`src/rtl/evt_pkg.sv`:
```
package evt_pkg;
  localparam int RRDY_BIT  = 3;
  localparam int XRDY_BIT  = 4;
  localparam int BUSY_BIT  = 12;
  localparam int RXDMA_BIT = 15;
  localparam int TXDMA_BIT = 7;

  typedef enum logic [2:0] {
    SEL_REV  = 3'd0,
    SEL_MASK = 3'd1,
    SEL_STAT = 3'd2,
    SEL_VEC  = 3'd3,
    SEL_DMA  = 3'd4,
    SEL_NONE = 3'd7
  } regSel_e;

  typedef struct packed {
    logic    wrMask;
    logic    wrDma;
    logic    rdVec;
    logic    clrAll;
    regSel_e rdSel;
  } evtStrobe_t;
endpackage

```
`src/rtl/evt_ctrl.sv`:
```
module evt_ctrl
  import evt_pkg::*;
#(
  parameter int ADDR_W = 3
) (
  input  logic [ADDR_W-1:0] regSel,
  input  logic              regWr,
  input  logic              regRd,
  input  logic              ctlEnable,
  output evtStrobe_t        stb
);
  regSel_e selDec;

  always_comb begin
    case (int'(regSel))
      0:       selDec = SEL_REV;
      1:       selDec = SEL_MASK;
      2:       selDec = SEL_STAT;
      3:       selDec = SEL_VEC;
      4:       selDec = SEL_DMA;
      default: selDec = SEL_NONE;
    endcase
  end

  always_comb begin
    stb.rdSel  = selDec;
    stb.clrAll = !ctlEnable;
    stb.wrMask = ctlEnable && regWr && (selDec == SEL_MASK);
    stb.wrDma  = ctlEnable && regWr && (selDec == SEL_DMA);
    stb.rdVec  = ctlEnable && regRd && (selDec == SEL_VEC);
  end
endmodule

```
`src/rtl/evt_regs.sv`:
```
module evt_regs
  import evt_pkg::*;
#(
  parameter int          STAT_W = 16,
  parameter int          MASK_W = 5,
  parameter logic [15:0] REV_ID = 16'h0031
) (
  input  logic              clk,
  input  logic              rst_n,
  input  evtStrobe_t        stb,
  input  logic [STAT_W-1:0] wdata,
  input  logic [STAT_W-1:0] setPulse,
  input  logic              busBusy,
  output logic [STAT_W-1:0] rdata,
  output logic              irqOut,
  output logic              rxDmaReq,
  output logic              txDmaReq
);
  localparam int VEC_W = $clog2(MASK_W + 1);
  localparam logic [STAT_W-1:0] STORE_MASK = ~(STAT_W'(1) << BUSY_BIT);

  logic [STAT_W-1:0] statQ, statD, clrOne, dmaWord, busyWord;
  logic [MASK_W-1:0] maskQ, maskD, pend;
  logic              rxEnQ, txEnQ;
  logic [VEC_W-1:0]  vecIdx;
  logic              hitLow;

  assign pend = statQ[MASK_W-1:0] & maskQ;

  // lowest pending enabled event, one-based, and its one-hot clear
  always_comb begin
    vecIdx = '0;
    clrOne = '0;
    hitLow = 1'b0;
    for (int i = 0; i < MASK_W; i++) begin
      if (pend[i] && !hitLow) begin
        hitLow    = 1'b1;
        vecIdx    = VEC_W'(i + 1);
        clrOne[i] = stb.rdVec;
      end
    end
  end

  always_comb begin
    if (stb.clrAll) statD = '0;
    else            statD = (statQ & ~clrOne) | (setPulse & STORE_MASK);
  end

  always_comb begin
    maskD = maskQ;
    if (stb.clrAll) begin
      maskD = '0;
    end else if (stb.wrMask) begin
      maskD = wdata[MASK_W-1:0];
    end else if (stb.wrDma) begin
      if (wdata[RXDMA_BIT]) maskD[RRDY_BIT] = 1'b0;
      if (wdata[TXDMA_BIT]) maskD[XRDY_BIT] = 1'b0;
    end
  end

  always_ff @(posedge clk or negedge rst_n) begin
    if (!rst_n) begin
      statQ <= '0;
      maskQ <= '0;
      rxEnQ <= 1'b0;
      txEnQ <= 1'b0;
    end else begin
      statQ <= statD;
      maskQ <= maskD;
      if (stb.clrAll) begin
        rxEnQ <= 1'b0;
        txEnQ <= 1'b0;
      end else if (stb.wrDma) begin
        rxEnQ <= wdata[RXDMA_BIT];
        txEnQ <= wdata[TXDMA_BIT];
      end
    end
  end

  assign irqOut   = |pend;
  assign rxDmaReq = rxEnQ & statQ[RRDY_BIT];
  assign txDmaReq = txEnQ & statQ[XRDY_BIT];

  always_comb begin
    dmaWord            = '0;
    dmaWord[RXDMA_BIT] = rxEnQ;
    dmaWord[TXDMA_BIT] = txEnQ;
    busyWord           = '0;
    busyWord[BUSY_BIT] = busBusy;
  end

  always_comb begin
    case (stb.rdSel)
      SEL_REV:  rdata = STAT_W'(REV_ID);
      SEL_MASK: rdata = STAT_W'(maskQ);
      SEL_STAT: rdata = statQ | busyWord;
      SEL_VEC:  rdata = STAT_W'(vecIdx);
      SEL_DMA:  rdata = dmaWord;
      default:  rdata = '0;
    endcase
  end


  disable_clears_chk: assert property (@(posedge clk) disable iff (!rst_n)
    stb.clrAll |=> (statQ == '0 && maskQ == '0 && !rxEnQ && !txEnQ));


  set_sticks_chk: assert property (@(posedge clk) disable iff (!rst_n)
    (!stb.clrAll && (setPulse & STORE_MASK) != '0)
      |=> ((statQ & $past(setPulse & STORE_MASK)) == $past(setPulse & STORE_MASK)));


  no_silent_drop_chk: assert property (@(posedge clk) disable iff (!rst_n)
    (!stb.clrAll && !stb.rdVec) |=> ((~statQ & $past(statQ)) == '0));


  single_clear_chk: assert property (@(posedge clk) disable iff (!rst_n)
    (!stb.clrAll && stb.rdVec && vecIdx != '0 && setPulse == '0)
      |=> ($countones(statQ) + 1 == $countones($past(statQ))));


  dma_mask_chk: assert property (@(posedge clk) disable iff (!rst_n)
    (!stb.clrAll && stb.wrDma && wdata[RXDMA_BIT]) |=> !maskQ[RRDY_BIT]);
endmodule

```
`src/rtl/evt_irq_unit.sv`:
```
module evt_irq_unit
  import evt_pkg::*;
#(
  parameter int          STAT_W = 16,
  parameter int          MASK_W = 5,
  parameter int          ADDR_W = 3,
  parameter logic [15:0] REV_ID = 16'h0031
) (
  input  logic              clk,
  input  logic              rst_n,
  input  logic              ctlEnable,
  input  logic [STAT_W-1:0] setPulse,
  input  logic              busBusy,
  input  logic [ADDR_W-1:0] regSel,
  input  logic              regWr,
  input  logic              regRd,
  input  logic [STAT_W-1:0] regWdata,
  output logic [STAT_W-1:0] regRdata,
  output logic              irqOut,
  output logic              rxDmaReq,
  output logic              txDmaReq
);
  evtStrobe_t stb;

  evt_ctrl #(.ADDR_W(ADDR_W)) u_ctrl (
    .regSel   (regSel),
    .regWr    (regWr),
    .regRd    (regRd),
    .ctlEnable(ctlEnable),
    .stb      (stb)
  );

  evt_regs #(.STAT_W(STAT_W), .MASK_W(MASK_W), .REV_ID(REV_ID)) u_regs (
    .clk     (clk),
    .rst_n   (rst_n),
    .stb     (stb),
    .wdata   (regWdata),
    .setPulse(setPulse),
    .busBusy (busBusy),
    .rdata   (regRdata),
    .irqOut  (irqOut),
    .rxDmaReq(rxDmaReq),
    .txDmaReq(txDmaReq)
  );
endmodule

```
`config.mk`:
```
export PLATFORM = sky130hd
export DESIGN_NAME = evt_irq_unit
export DESIGN_NICKNAME = d
export VERILOG_FILES = /design/src/rtl/evt_pkg.sv /design/src/rtl/evt_ctrl.sv /design/src/rtl/evt_regs.sv /design/src/rtl/evt_irq_unit.sv
export SDC_FILE = /design/constraint.sdc
export NUM_CORES = 1
export LEC_CHECK = 0
export ABC_AREA = 1
export BUFFER_PORTS_ARGS = -buffer_cell sky130_fd_sc_hd__buf_2
export CORE_MARGIN = 2
export CORE_UTILIZATION = 45
export CTS_CLUSTER_DIAMETER = 150
export DETAILED_ROUTE_END_ITERATION = 16
export PLACE_DENSITY = 0.88
export SLEW_MARGIN = 20
export SYNTH_ARGS = -nofsm -noshare
export SYNTH_HDL_FRONTEND = slang
export SYNTH_SLANG_ARGS = --single-unit
```
`constraint.sdc`:
```
create_clock -name clk -period 1.42 [get_ports clk]
set_input_delay 0.142 -clock clk [delete_from_list [all_inputs] [get_ports clk]]
set_output_delay 0.142 -clock clk [all_outputs]
set_load 0.02 [all_outputs]
```
# Word level (Yosys, flattened, before mapping)

Index checks and enable logic that the tools add are counted.

Output and inout port bits: 19
Register bits: 23
Logic and storage cells: 71
Input bits: 41

Multiplexer cells: 27
Equal/unequal tests: 13
Bitwise logic cells: 7
Reduce and logical (&&, ||, !) cells: 18

Operator list:

| operator                                                                 | number |
|---|---|
| 16-bit case mux with 5 select lines                                      | 1 |
| 16-bit bitwise AND                                                       | 1 |
| 1-bit 2-to-1 mux                                                         | 16 |
| 16-bit 2-to-1 mux                                                        | 1 |
| 5-bit NOT with 16-bit output                                             | 1 |
| 16-bit by 13-bit bitwise OR with 16-bit output                           | 1 |
| 16-bit bitwise OR                                                        | 1 |
| 3-bit 2-to-1 mux                                                         | 5 |
| 3-bit case mux with 5 select lines                                       | 1 |
| 3-bit by 2-bit equality test with 1-bit output (second input constant)   | 4 |
| 1-bit logical AND                                                        | 9 |
| 3-bit by 1-bit inequality test with 1-bit output (second input constant) | 3 |
| 3-bit by 1-bit equality test with 1-bit output (second input constant)   | 2 |
| 3-bit equality test (second input constant)                              | 2 |
| 3-bit logical NOT                                                        | 2 |
| 5-bit bitwise AND                                                        | 1 |
| 5-bit 2-to-1 mux                                                         | 1 |
| 5-bit OR reduction                                                       | 1 |
| 1-bit logical NOT                                                        | 4 |
| 2-bit 2-to-1 mux                                                         | 2 |
| 2-bit by 1-bit inequality test with 1-bit output (second input constant) | 2 |
| 2-bit AND reduction                                                      | 2 |
| 1-bit bitwise AND                                                        | 2 |

# Depth between registers and ports, before layout

Gate-level depths: netlist of the first run.

Depth in word-level cells: 18
Mapped depth: 7
Gate-level depth less buffers: 7

# By module

Synthesis of the first run repeated with hierarchy kept, for this count alone.

Cell total of the unflattened synthesis: 178
Area total of the unflattened synthesis: 1281.2 µm²

Modules (own cells, without submodules):

| module   | instances | cells each | seq. area each (µm²) | area an instance (µm²) |
|---|---|---|---|---|
| evt_regs | 1         | 161        | 550.5                | 1208.7 |
| evt_ctrl | 1         | 17         | 0.0                  | 72.6 |

# Worst setup path before layout of the first run

OpenSTA, ideal clock, no wires.

Kind: register to output
From: reg u_regs.maskQ[0]
To: out regRdata[0]
Data arrival time: 1.013 ns
Stages on the path, launching flop included: 8
Path buffers: 0
Setup slack: 0.265 ns
Cell sequence: dfrtp_1 > nand2_1 > nand2_1 > nor2_1 > nand2_1 > nand2_1 > nand2_1 > nand3_1

Word-level cells in the longest chain between the ends: 15

RTL lines:

| what                                    | RTL line           | RTL |
|---|---|---|
| from (decl)                             | evt_regs.sv:23     | `logic [MASK_W-1:0] maskQ, maskD, pend;` |
| from (signal assigned)                  | evt_regs.sv:69     | `maskQ <= maskD;` |
| 5-bit bitwise AND                       | evt_regs.sv:28     | `assign pend = statQ[MASK_W-1:0] & maskQ;` |
| 1-bit 2-to-1 mux                        | evt_regs.sv:36     | `if (pend[i] && !hitLow) begin` |
| 1-bit logical NOT                       | evt_regs.sv:36     |  |
| 1-bit logical AND                       | evt_regs.sv:36     |  |
| 1-bit 2-to-1 mux                        | evt_regs.sv:36     |  |
| 1-bit logical NOT                       | evt_regs.sv:36     |  |
| 1-bit logical AND                       | evt_regs.sv:36     |  |
| 1-bit 2-to-1 mux                        | evt_regs.sv:36     |  |
| 1-bit logical NOT                       | evt_regs.sv:36     |  |
| 1-bit logical AND                       | evt_regs.sv:36     |  |
| 1-bit 2-to-1 mux                        | evt_regs.sv:36     |  |
| 1-bit logical NOT                       | evt_regs.sv:36     |  |
| 1-bit logical AND                       | evt_regs.sv:36     |  |
| 3-bit 2-to-1 mux                        | evt_regs.sv:36     |  |
| 16-bit case mux with 5 select lines (*) | evt_regs.sv:93     | `case (stb.rdSel)` |
| to (decl)                               | evt_irq_unit.sv:18 | `output logic [STAT_W-1:0] regRdata,` |

Every way passes the cells marked *; elsewhere a longest branch is shown, timed or not.

# Worst setup path in the final report of the first run

From: reg u_regs.maskQ[1]
To: out regRdata[0]

Word-level cells in the longest chain between the ends: 13

RTL lines:

| what                                    | RTL line |
|---|---|
| 5-bit bitwise AND (*)                   | evt_regs.sv:28 |
| 1-bit logical AND (*)                   | evt_regs.sv:36 |
| 1-bit 2-to-1 mux                        | evt_regs.sv:36 |
| 1-bit logical NOT                       | evt_regs.sv:36 |
| 1-bit logical AND                       | evt_regs.sv:36 |
| 1-bit 2-to-1 mux                        | evt_regs.sv:36 |
| 1-bit logical NOT                       | evt_regs.sv:36 |
| 1-bit logical AND                       | evt_regs.sv:36 |
| 1-bit 2-to-1 mux                        | evt_regs.sv:36 |
| 1-bit logical NOT                       | evt_regs.sv:36 |
| 1-bit logical AND                       | evt_regs.sv:36 |
| 3-bit 2-to-1 mux (*)                    | evt_regs.sv:36 |
| 16-bit case mux with 5 select lines (*) | evt_regs.sv:93 |

Marked as above.

==> impl_metrics.toml, run 1 <==
[run_status]
run_status = "complete, but fails checks"
violated_checks = "setup timing"

[route]
vias_per_cell = 4.93
via_count_of_the_routed_design = 1291
totalWireLength_um = 3200
drt_iter0_drc = 53
detailedRoute.firstPassIterationCount = 4
antenna_violating_nets_post_route = 0
drc = 0
post_drt_wl_per_cell_um = 12.2

[cts]
cts.reportedPaths.clkPinSlew_ns = 0.13
clockBufferDepth = 2
numCtsBuffers = 3
clockRootBuffer = "clkbuf_4"
clock_tree.htree_level_count = 1
cts_sinks = 22
clock_tree_from_tritoncts = "built"
clock_latency_ns = 0.31

[cells_and_area]
multiInputGateArea_um2 = 612
final-seq-area_um2 = 551
drive_above_1_share = 0.429
nets_final = 273
filler_cell_count = 239
insertedDiodeCount = 0
synthToLayoutAreaGrowth_pct = 41.1
final-instance-count-excl-fill = 262
final_util = 0.654

[setup_path]
worst_path_max_delay_cell = "dfrtp_1"
endpoint_kind = "output port"
worstSetupPathType = "flop to output port"
cp_cell_sequence = "nand2_2 > nand2_4 > nor2_4 > nor2_1 > nand2_1 > nand2_1 > nand3_2 > buf_6"
critPathArrivalTime_ns = 1.43
critical_path.max_stage_delay_ns = 0.42
critical_path.top_delay_family = "simple AND/OR/NAND/NOR gates"
critPathMostFrequentCell = "nand2_1"
worst_r2r_path_depth = 8
path_buf_inv = 1
critical_path_origin = "u_regs.maskQ[1]$_DFFE_PN0P_"
worstReg2RegEnd = "u_regs.statQ[2]$_DFF_PN0_"
worst_setup_path_start_kind = "flop"
required_ns = 1.28
timing.critical_path.fanout_max = 3
rr_startpoint = "u_regs.maskQ[1]$_DFFE_PN0P_"
rrSetupSlack_ns = 0.06

[sta]
setup_repair_after_global_routing_missed_its_margin = "yes"
post-route-period-util = 1.11
finalMaxSlewViolations = 0
final_setup_slack_of_the_worst_path_ns = -0.150
final-setup-viol-count = 4
max_freq_mhz = 637
timing_hold_violations_final = 0
max_transition_margin = 0.683
post_route_skew_ns = 0.00420
hold_slack_ns = 0.0263
finalCriticalPeriod_ns = 1.57
tightest_slew_ns = 0.476

[global_routing]
grt_first_pass_wirelength_um = 5210
first_global_vias = 1244
globalRouteOverflowTotal = 0
antenna_found_initial = 0
globalRouteTotalUtil = 0.206
grt_max_degree = 23

[logic_synthesis]
mappedNetlistNets = 207
synthTopCellsByArea = "dfrtp_1 (44%), nand2_1 (12%), nor2_1 (12%)"
area_leader_netlist = "dfrtp_1"
synth_flop_cell = "dfrtp_1"
ys_seq_area_frac = 0.442
post_synth.cell_area_avg_um2 = 7.50
synth_top_area_share = 0.442
ys_ff_latch = 22
post_synth_instance_area_um2 = 1240
synthesis.yosys.warnings = 0
asyncSetResetFlopFracSynth = 1.00
number_of_flops_mapped_to_enable_cells_by_yosys = 0
synth_cell_type_count = 22
syn-instance-count = 166

[power]
power.leakage_nw = 1.01
power.density_nw_per_um2 = 805
design_power_total_mw = 1.41
sw_frac_of_total = 0.254
power_report.internal_total_mw = 1.05
sequentialPowerShare = 0.481
ir_drop_mv = 0.654
clock_power_share = 0.339
netSwitchingPower_mw = 0.360
power.share.combinational = 0.179

[worst_hold_path]
worstHoldEndpoint = "u_regs.maskQ[2]$_DFFE_PN0P_"
min_path_cells = 3
min-delay-path-class = "primary input to flop"
worst_hold_startpoint = "regWdata[2]"

[place]
placement.io_buffers = 49
finalWeightedCongestion = 0.913
place_hpwl_um = 2230
dp.cells = 246
detailedPlace.worstSlack_ns = 0.123

[floorplanning]
die_area_um2 = 3200
die_width_um = 56.6
count_of_pins_on_the_block_boundary = 60
core-area_um2 = 2690
rows = 19
start_util = 0.463
die_y_extent_um = 56.6

[job]
maxCapViolations = 0
cell families after synthesis:
kind of cell    synth area share
flops                      0.442
buf+inv                    0.111
compound gates            0.0975
simple gates               0.350
per-layer routing:
metal | vias to the layer above | track usage | part of all wire
met5 | - | 0 | 0
met4 | 0 | 0.0816 | 0.023
met3 | 10 | 0.0323 | 0.059
met2 | 48 | 0.382 | 0.53
met1 | 601 | 0.233 | 0.38
li1 | 632 | - | -
through the flow:
step / area (um^2) / TNS [ns]
finish: 1760 / -0.541
global route: 1760 / -0.850
CTS: 1740 / -0.484
detailed placement: 1530 / 0
global placement: 1530 / 0
floorplan: 1240 / 0
timing repair:
item                       4_1_cts  5_1_grt
setup buffers                   13        2
resized for setup               17       10
hold endpoints to repair        22        0
gates cloned                     0        0
hold buffers                     1        0
setup endpoints to repair        4        6
pin swaps                        7       10
cell usage in the layout, fill, tap and decap left out, types with 2 or more instances in the layout:
cell	Yosys	layout
nand3_1	4	2
buf_4	0	12
buf_2	0	44
nand2_4	1	2
o21ai_0	4	3
o211ai_1	2	2
dfrtp_1	22	22
a21oi_1	6	4
o21ai_2	4	4
nand2_2	3	8
nor2_4	2	4
nand3_2	1	3
clkbuf_4	0	3
inv_2	5	5
nor2_2	1	2
a21oi_2	0	2
nand2_1	40	34
buf_6	1	5
nor2_1	39	36
inv_1	24	24
o22ai_1	2	2
worst max-delay path by stage:
| stage | endpoint | slack, ns | cells past startpoint |
|---|---|---|---|
| floorplan | regRdata[0] | 0.27 | 7 |
| global placement | regRdata[0] | 0.14 | 8 |
| detailed placement | regRdata[0] | 0.12 | 8 |
| CTS | regRdata[2] | -0.11 | 6 |
| global route | regRdata[2] | -0.23 | 6 |
| finish | regRdata[0] | -0.15 | 8 |
area by class of cell:
type                       instances  share of cell area
clock buffer                       3              0.0128
clock inverter                     1              0.0171
inverter                          30              0.0719
multi-input combinational        113               0.348
sequential                        22               0.313
tap                               31              0.0221
timing repair buffer              62               0.214
power groups by stage:
stage / Clock, mW / Sequential [mW] / Combinational [mW]
after CTS: 0.487 / 0.680 / 0.247
after global placement: 0 / 0.691 / 0.211
after floorplan: 0 / 0.688 / 0.123
final: 0.480 / 0.681 / 0.254
after detailed placement: 0 / 0.693 / 0.216
after global routing: 0.514 / 0.684 / 0.280
registers in the layout, summed over array words and instances, names as in the netlist:
register      count
u_regs.maskQ      5
u_regs.rxEnQ      1
u_regs.statQ     15
u_regs.txEnQ      1
cell usage after synthesis (2+ instances only):
cell,n
inv_1,24
o22ai_1,2
nand2_2,3
o21ai_2,4
dfrtp_1,22
nand2_1,40
nand3_1,4
a21oi_1,6
nor2_4,2
o211ai_1,2
o21ai_0,4
inv_2,5
nor2_1,39
tightest hold or removal path, stage by stage:
cell	delay, ns
buf_2	0.07
nand2_1	0.05
o21ai_2	0.04
Note: power is estimated with default switching activity, not from simulation.
==> inputs of run 2 (changes only) <==
CORE_UTILIZATION = 47   (was 45)
CTS_BUF_LIST = sky130_fd_sc_hd__clkbuf_2   (was default)
PLACE_DENSITY = 0.91   (was 0.88)
==> run 2 against run 1 <==
Against the previous run: the flow finishes with violations (hold timing, setup timing); utilization is 5.0 points higher; worst setup slack worse by 0.094 ns; cell count shrank 0.38%; final area rose by 0.14%; non-clock buffer count did not move; global-route usage up 0.89 points; clock-buffer cell count unchanged; sequential share of layout area about the same; fmax is 5.6% lower; sequential cell count unchanged.
==> impl_metrics.toml, run 2 (synthesis gave the netlist of run 1 again) <==
[run_status]
run_status = "complete, but fails checks"
violated_checks = "hold timing, setup timing"

[power]
power.leakage_nw = 1.01
ir_drop_mv = 0.558
design_power_total_mw = 1.38
power.density_nw_per_um2 = 785

[setup_path]
timing.critical_path.fanout_max = 3
rr_startpoint = "u_regs.statQ[3]$_DFF_PN0_"
rrSetupSlack_ns = 0.21
cp_cell_sequence = "nand2_2 > nand2_2 > nor2_4 > nand2_1 > nand2_1 > nand2_1 > nand3_2 > buf_6"
endpoint_kind = "output port"
critPathArrivalTime_ns = 1.52
critical_path.max_stage_delay_ns = 0.47
worstSetupPathType = "flop to output port"
worst_setup_path_start_kind = "flop"
path_buf_inv = 1
required_ns = 1.28
worst_path_max_delay_cell = "dfrtp_1"
critPathMostFrequentCell = "nand2_1"
critical_path.top_delay_family = "simple AND/OR/NAND/NOR gates"
worstReg2RegEnd = "u_regs.statQ[4]$_DFF_PN0_"
worst_r2r_path_depth = 7

[worst_hold_path]
worstHoldEndpoint = "u_regs.maskQ[2]$_DFFE_PN0P_"
min_path_cells = 3
min-delay-path-class = "primary input to flop"
worst_hold_startpoint = "regWdata[2]"

[sta]
max_transition_margin = 0.671
setup_repair_after_global_routing_missed_its_margin = "yes"
finalCriticalPeriod_ns = 1.66
hold_slack_ns = -0.00130
timing_hold_violations_final = 1
post_route_skew_ns = 0.00731
final-setup-viol-count = 4
tightest_slew_ns = 0.493
final_setup_slack_of_the_worst_path_ns = -0.244
finalMaxSlewViolations = 0
max_freq_mhz = 601
post-route-period-util = 1.17
tns_ns = -0.872

[cells_and_area]
mostFrequentLayoutCells = "buf_2 (43), nor2_1 (36), nand2_1 (34), inv_1 (24), dfrtp_1 (22)"
insertedDiodeCount = 0
final-instance-count-excl-fill = 261
multiInputGateArea_um2 = 608
number_of_flip_flops_in_the_largest_register = 15
synthToLayoutAreaGrowth_pct = 41.3
filler_cell_count = 191
largest-register = "u_regs.statQ"
drive_above_1_share = 0.403
final-seq-area_um2 = 551
top_regs = "u_regs.statQ x15, u_regs.maskQ x5"
final_util = 0.704
mostFrequentLayoutCell = "buf_2"
nets_final = 273

[floorplanning]
core-area_um2 = 2500
rows = 18
die_area_um2 = 3080
count_of_pins_on_the_block_boundary = 60
die_y_extent_um = 55.5
start_util = 0.498
die_width_um = 55.5

[route]
drc = 0
drt_iter0_drc = 66
detailedRoute.firstPassIterationCount = 4
post_drt_wl_per_cell_um = 13.0
vias_per_cell = 5.13
antenna_violating_nets_post_route = 0
via_count_of_the_routed_design = 1338
totalWireLength_um = 3400

[cts]
clockBufferDepth = 2
numCtsBuffers = 3
clock_tree_from_tritoncts = "built"
clockRootBuffer = "clkbuf_2"
clock_tree.htree_level_count = 1
clock_latency_ns = 0.33
cts.reportedPaths.clkPinSlew_ns = 0.22
cts_sinks = 22

[place]
dp.cells = 245
place_hpwl_um = 2220
finalWeightedCongestion = 0.945
detailedPlace.worstSlack_ns = 0.0610
placement.io_buffers = 49

[global_routing]
grt_max_degree = 23
first_global_vias = 1252
globalRouteOverflowTotal = 0
antenna_found_initial = 0
globalRouteTotalUtil = 0.215
grt_first_pass_wirelength_um = 5240

[job]
maxCapViolations = 0
## run 2: cell types whose count changed in the layout (fill, tap and decap cells not counted)
cell           previous run  this run
buf_4                    12         8
buf_2                    44        43
clkbuf_2                  0         3
clkbuf_4                  3         0
a21oi_2                   2         1
a21oi_1                   4         5
dlygate4sd3_1             1         6
## run 2: what timing repair did
| action | in CTS | in global routing |
|---|---|---|
| endpoints found under the setup margin | 4 | 6 |
| buffers inserted | 6 | 0 |
| pin swaps | 6 | 4 |
| resized for setup | 20 | 7 |
| endpoints found under the hold margin | 23 | 4 |
| hold buffers | 2 | 4 |
## run 2: final cells by class
| cell class | instances | share of cell area |
|---|---|---|
| clock inverter | 1 | 0.0171 |
| multi-input combinational | 113 | 0.346 |
| tap | 30 | 0.0213 |
| sequential | 22 | 0.313 |
| inverter | 30 | 0.0718 |
| clock buffer | 3 | 0.00853 |
| timing repair buffer | 62 | 0.223 |
## run 2: worst max-delay path by stage
stage | startpoint | to | slack [ns] | depth (start not counted)
2_1_floorplan | u_regs.maskQ[0]$_DFFE_PN0P_ | regRdata[0] | 0.27 | 7
3_3_place_gp | u_regs.maskQ[0]$_DFFE_PN0P_ | regRdata[0] | 0.15 | 8
3_5_place_dp | u_regs.maskQ[0]$_DFFE_PN0P_ | regRdata[0] | 0.06 | 8
4_1_cts | u_regs.statQ[2]$_DFF_PN0_ | regRdata[0] | -0.16 | 8
5_1_grt | u_regs.maskQ[1]$_DFFE_PN0P_ | regRdata[0] | -0.32 | 8
6_report | u_regs.statQ[3]$_DFF_PN0_ | regRdata[0] | -0.24 | 8
## run 2: worst register-to-register path, stage by stage, from the launching register on
cell	delay, ns
dfrtp_1	0.47
nand2_2	0.13
nand2_2	0.08
nor2_4	0.12
buf_4	0.12
nand3_1	0.07
nand2_1	0.07
a21oi_1	0.06
## run 2: metal layers
metal | vias to the layer above | wire length (um) | GRT usage
met5 | - | 0 | 0
met4 | 0 | 80 | 0.118
met3 | 10 | 220 | 0.0304
met2 | 60 | 1790 | 0.376
met1 | 633 | 1310 | 0.252
li1 | 635 | - | -
## run 2: metrics by stage
step                      instance area, um^2  hold WS (ns)
after detailed placement                 1520         0.129
after global placement                   1520         0.129
after floorplan                          1240        -0.154
after global routing                     1760      0.000888
after CTS                                1700      0.000949
final                                    1760      -0.00130
## run 2: power by group
part	internal [mW]	switching [mW]
clock network	0.243	0.197
logic	0.112	0.143
registers	0.660	0.0248
